--- src/rtl/adc_evt_pkg.sv ---
// Package: shared field layout of the event flag nibble.
// Assumes every channel uses the same 4-bit nibble with a reserved top bit.
package adc_evt_pkg;
    localparam int NIB_W   = 4;   // bits per channel in the status word
    localparam int LIVE_W  = 3;   // implemented flags per channel
    localparam int FLD_HI  = 0;   // trip-high position in nibble
    localparam int FLD_LO  = 1;   // trip-low position in nibble
    localparam int FLD_ZC  = 2;   // zero-crossing position in nibble
    localparam int FLD_RSV = 3;   // reserved position in nibble
endpackage

--- src/rtl/adc_sign_tracker.sv ---
// Module: adc_sign_tracker
// Tracks one channel's result sign across end-of-conversion strobes and
// flags a sign change. Assumes the sign bit is already extracted (MSB).
// The first strobe after reset only primes the stored sign.
module adc_sign_tracker (
    input  logic clk,
    input  logic rst_n,
    input  logic eoc,
    input  logic sign,
    output logic zc_evt
);
    logic last_sign;
    logic primed;

    // Store the sign on every strobe and remember that one has been seen.
    always_ff @(posedge clk) begin
        if (!rst_n) begin
            last_sign <= 1'b0;
            primed    <= 1'b0;
        end else if (eoc) begin
            last_sign <= sign;
            primed    <= 1'b1;
        end
    end

    // Sign change qualified by the strobe and a valid stored sign.
    always_comb begin
        zc_evt = eoc & primed & (sign ^ last_sign);
    end
endmodule

--- src/rtl/adc_evt_nibble.sv ---
// Module: adc_evt_nibble
// Holds one channel's sticky flags. A set event beats a clear request in
// the same cycle. Assumes set inputs are single-cycle qualified events.
// The reserved bit of the nibble is a constant zero.
module adc_evt_nibble
    import adc_evt_pkg::*;
(
    input  logic              clk,
    input  logic              rst_n,
    input  logic              set_hi,
    input  logic              set_lo,
    input  logic              set_zc,
    input  logic [LIVE_W-1:0] clr_bits,
    output logic [NIB_W-1:0]  nib
);
    logic [LIVE_W-1:0] flags;
    logic [LIVE_W-1:0] set_vec;

    // Gather the set events into flag order.
    always_comb begin
        set_vec         = '0;
        set_vec[FLD_HI] = set_hi;
        set_vec[FLD_LO] = set_lo;
        set_vec[FLD_ZC] = set_zc;
    end

    // Sticky update: clear first, then let a set override it.
    always_ff @(posedge clk) begin
        if (!rst_n) begin
            flags <= '0;
        end else begin
            flags <= (flags & ~clr_bits) | set_vec;
        end
    end

    // Place live flags and the zero reserved bit into the nibble.
    always_comb begin
        nib               = '0;
        nib[LIVE_W-1:0]   = flags;
        nib[FLD_RSV]      = 1'b0;
    end
endmodule

--- src/rtl/adc_irq_merge.sv ---
// Module: adc_irq_merge
// Reduces the enabled pending flags to one interrupt request level.
// Assumes status and enable share the same bit layout.
module adc_irq_merge #(
    parameter int W = 16
) (
    input  logic [W-1:0] status,
    input  logic [W-1:0] en,
    output logic         irq
);
    // Level request: any flag that is both pending and enabled.
    always_comb begin
        irq = |(status & en);
    end
endmodule

--- src/rtl/adc_evt_flags.sv ---
// Module: adc_evt_flags (top)
// Collects trip and zero-crossing event flags from NUM_CH post-processing
// channels into one read-only status word and drives a combined irq.
// Assumes trip inputs are synchronous single-cycle pulses and results are
// two's complement of RES_W bits.
module adc_evt_flags
    import adc_evt_pkg::*;
#(
    parameter  int NUM_CH = 4,
    parameter  int RES_W  = 16,
    localparam int STAT_W = NUM_CH * NIB_W
) (
    input  logic                    clk,
    input  logic                    rst_n,
    input  logic [NUM_CH-1:0]       eoc,
    input  logic [NUM_CH*RES_W-1:0] result,
    input  logic [NUM_CH-1:0]       trip_hi,
    input  logic [NUM_CH-1:0]       trip_lo,
    input  logic [STAT_W-1:0]       clr,
    input  logic [STAT_W-1:0]       int_en,
    output logic [STAT_W-1:0]       status,
    output logic                    irq
);
    logic [NUM_CH-1:0] zc_evt;
    logic [NUM_CH-1:0] unused_fold;

    for (genvar c = 0; c < NUM_CH; c++) begin : g_ch
        adc_sign_tracker u_sign (
            .clk    (clk),
            .rst_n  (rst_n),
            .eoc    (eoc[c]),
            .sign   (result[c*RES_W + RES_W-1]),
            .zc_evt (zc_evt[c])
        );

        adc_evt_nibble u_nib (
            .clk      (clk),
            .rst_n    (rst_n),
            .set_hi   (trip_hi[c]),
            .set_lo   (trip_lo[c]),
            .set_zc   (zc_evt[c]),
            .clr_bits (clr[c*NIB_W +: LIVE_W]),
            .nib      (status[c*NIB_W +: NIB_W])
        );

        // Magnitude bits and reserved clear bits are not used by design.
        assign unused_fold[c] = ^{result[c*RES_W +: RES_W-1],
                                  clr[c*NIB_W + FLD_RSV]};
    end

    adc_irq_merge #(.W(STAT_W)) u_irq (
        .status (status),
        .en     (int_en),
        .irq    (irq)
    );
endmodule

--- config.mk ---
export PLATFORM = sky130hd
export DESIGN_NAME = adc_evt_flags
export DESIGN_NICKNAME = d
export VERILOG_FILES = /design/src/rtl/adc_evt_pkg.sv /design/src/rtl/adc_sign_tracker.sv /design/src/rtl/adc_evt_nibble.sv /design/src/rtl/adc_irq_merge.sv /design/src/rtl/adc_evt_flags.sv
export SDC_FILE = /design/constraint.sdc
export NUM_CORES = 1
export LEC_CHECK = 0
export CAP_MARGIN = 20
export CORE_AREA = 2 2 68 70
export CTS_BUF_LIST = sky130_fd_sc_hd__clkbuf_4
export DETAILED_ROUTE_END_ITERATION = 6
export DIE_AREA = 0 0 70 72
export PLACE_DENSITY = 0.77
export SLEW_MARGIN = 0
export SYNTH_ARGS = -nofsm -noshare
export SYNTH_HDL_FRONTEND = slang
export SYNTH_HIERARCHICAL = 1
export SYNTH_SLANG_ARGS = --single-unit
--- constraint.sdc ---
create_clock -name clk -period 1 [get_ports clk]
set_input_delay 0.2 -clock clk [delete_from_list [all_inputs] [get_ports clk]]
set_output_delay 0.2 -clock clk [all_outputs]
set_load 0.03 [all_outputs]
==> results.yml <==
status:
  status: "finished with violations"
  violations: "negative setup slack"
critical_path:
  endpoint_kind: "output pin"
  crit_end: "irq"
  r2r_slack_ps: -50
  crit_required_ps: 800
  cp_slowest_cell: "dfxtp_4"
  critPathLaunch: "g_ch[1].u_nib/flags[1]$_SDFF_PN0_"
  crit_arrival_ps: 1390
  cp_max_fo: 2
  crit_path_cell_trace: "a22o_1, a221oi_2, nand4_1, buf_4"
  rr_endpoint: "g_ch[0].u_nib/flags[1]$_SDFF_PN0_"
  slowest_delay_ps: 360
  crit_path_start_kind: "register"
  r2r_cells: 5
  rr_startpoint: "g_ch[0].u_nib/flags[1]$_SDFF_PN0_"
  path_class: "reg -> out"
die:
  fp.dieH_um: 72
  die_x_um: 70
  die_area_um2: 5040
  num_rows: 24
  coreArea_um2: 4260
  initial_utilization: 0.224
  io_pins: 127
drt:
  drc_errors: 0
  routed_wl_um: 2380
  ant_nets: 0
  drt-wirelength-per-cell_um: 11.4
  avgViaCountPerCell: 4.05
  num_vias: 847
  first_pass_iters: 3
  drt_iter0_markers: 15
sta:
  postLayoutSetupSlackWorst_ps: -590
  rsz0062_at_grt: "yes"
  finClkSkew_ps: 0.413
  slew_violations: 0
  hold_violations: 0
  finalCritPeriodShare: 1.59
  setup_viol: 14
  post-route-min-period_ps: 1590
  max_clock_freq_mhz: 629
  tns_ps: -1620
cts:
  clkTransAtPathRegs_ps: 110
  clock_sinks: 20
  cts_buffers: 3
  clock_latency_ps: 290
  cts_tree: "yes"
  htree_levels: 1
  cts-root-buf: "clkbuf_4"
  cts.path.max_buffers: 2
logic_synthesis:
  yosys.area_share.simple: 0.231
  synth_warnings: 6
  synthXorXnorAreaFrac: 0.0366
  yosysUniqueCellTypes: 12
  synth_compound_area_frac: 0.225
  syn_area_per_cell_um2: 11.8
  synth-seq-area-share: 0.418
  syn-instance-count: 81
  synth_adder_area_share: 0
  synth_area_um2: 957
  syn-num-nets: 191
  yosys-mux-area-fraction: 0.0418
  synth_top_family_by_area: "simple AND/OR/NAND/NOR gates"
  synth-seq-cells: 20
place:
  dp_slack_ps: -999
  io_buffers: 58
  placed_area_um2: 1660
  dp_hpwl_um: 1970
  place.gp.congestion: 0.732
pwr:
  vdd_drop_max_v: 0.000399
  power_mw: 1.88
  powerDensity_nw_per_um2: 1040
  p_leak_nw: 0.756
cells_and_area:
  utilization: 0.424
  fillerInstances: 427
  layout_commonest_cell: "clkdlybuf4s50_1"
  design_area_um2: 1810
  antenna_cells: 0
  final_net_count: 268
  drive_gt1_frac: 0.395
  area_growth_pct: 89.0
  final_cell_mix: "45 x clkdlybuf4s50_1, 22 x buf_6, 16 x o21a_1"
min_path:
  min-delay-start: "g_ch[0].u_sign/primed$_SDFFE_PN0P_"
  hold_class: "reg -> reg"
  holdPathStages: 1
global_routing:
  overflow: 0
  antenna_found_initial: 0
  grtUsageTotal: 0.0957
  grt_pass1_vias: 923
  grt_max_degree: 12
  grt_first_pass_wirelength_um: 3920
job:
  maxCapViolCount: 0
-- layer usage --
layer	share of wire	global-route usage
met5	0	0
met4	0.0050	0.0256
met3	0.076	0.0222
met2	0.55	0.182
met1	0.37	0.107
-- critical path, delay by kind of cell, from the launching register on --
family	cells	cell delay, ps
AOI/OAI and AO/OA	2	440
DFF	1	360
buffers and inverters	1	180
and+or+nand+nor	1	120
-- worst min-delay path by stage --
stage                                               endpoint  slack (ps)
after floorplan           g_ch[0].u_sign/primed$_SDFFE_PN0P_         310
after global placement    g_ch[3].u_sign/primed$_SDFFE_PN0P_         440
after detailed placement  g_ch[3].u_sign/primed$_SDFFE_PN0P_         450
after CTS                  g_ch[0].u_nib/flags[0]$_SDFF_PN0_         470
after global routing       g_ch[2].u_nib/flags[0]$_SDFF_PN0_         470
final                     g_ch[0].u_sign/primed$_SDFFE_PN0P_         480
-- Yosys cell counts --
cell type,n,area (um2)
a221oi_2,4,60.1
and3_1,4,25.0
nor2b_4,12,165
xor2_1,4,35.0
mux2i_1,4,40.0
buf_4,4,30.0
nand4_1,1,6.26
a22o_1,4,35.0
conb_1,4,15.0
o21a_1,16,120
nor2b_1,4,25.0
dfxtp_1,20,400
-- logic make-up after synthesis --
group / Yosys count
other: 4
AND/OR/NAND/NOR: 21
AO/OA/AOI/OAI: 24
buffers and inverters: 4
XOR/XNOR: 4
multiplexers: 4
flip-flops: 20
-- cell type report --
type	instances	area, um2	area share
Multi-Input combinational cell	57	527	0.291
Sequential cell	20	422	0.233
Tap cell	52	65.1	0.0360
Clock buffer	4	30.0	0.0166
Timing Repair Buffer	76	766	0.423
-- registers in the layout, summed over array words and instances (netlist names) --
signal and cells:
g_ch.u_sign/primed 4, g_ch.u_nib/flags 12, g_ch.u_sign/last_sign 4
-- timing repair --
action | in CTS | in global routing
hold endpoints to repair | 0 | 0
gates resized for setup | 30 | 7
hold buffers | 0 | 0
setup endpoints to repair | 13 | 13
buffers inserted | 3 | 3
pin swaps | 0 | 1
-- metrics by stage --
step	cells	hold WS (ps)
3_5_place_dp	201	451
3_3_place_gp	201	439
6_report	209	480
2_1_floorplan	81	310
5_1_grt	209	471
4_1_cts	208	466
-- where the power goes --
group          internal [mW]  total [mW]  switching [mW]  leakage, nW
clock network          0.182       0.423           0.241       0.0184
logic                  0.366       0.577           0.211        0.568
registers              0.845       0.878          0.0328        0.170
total                   1.39        1.88           0.485        0.756
Note: power is estimated with default switching activity, not from simulation.
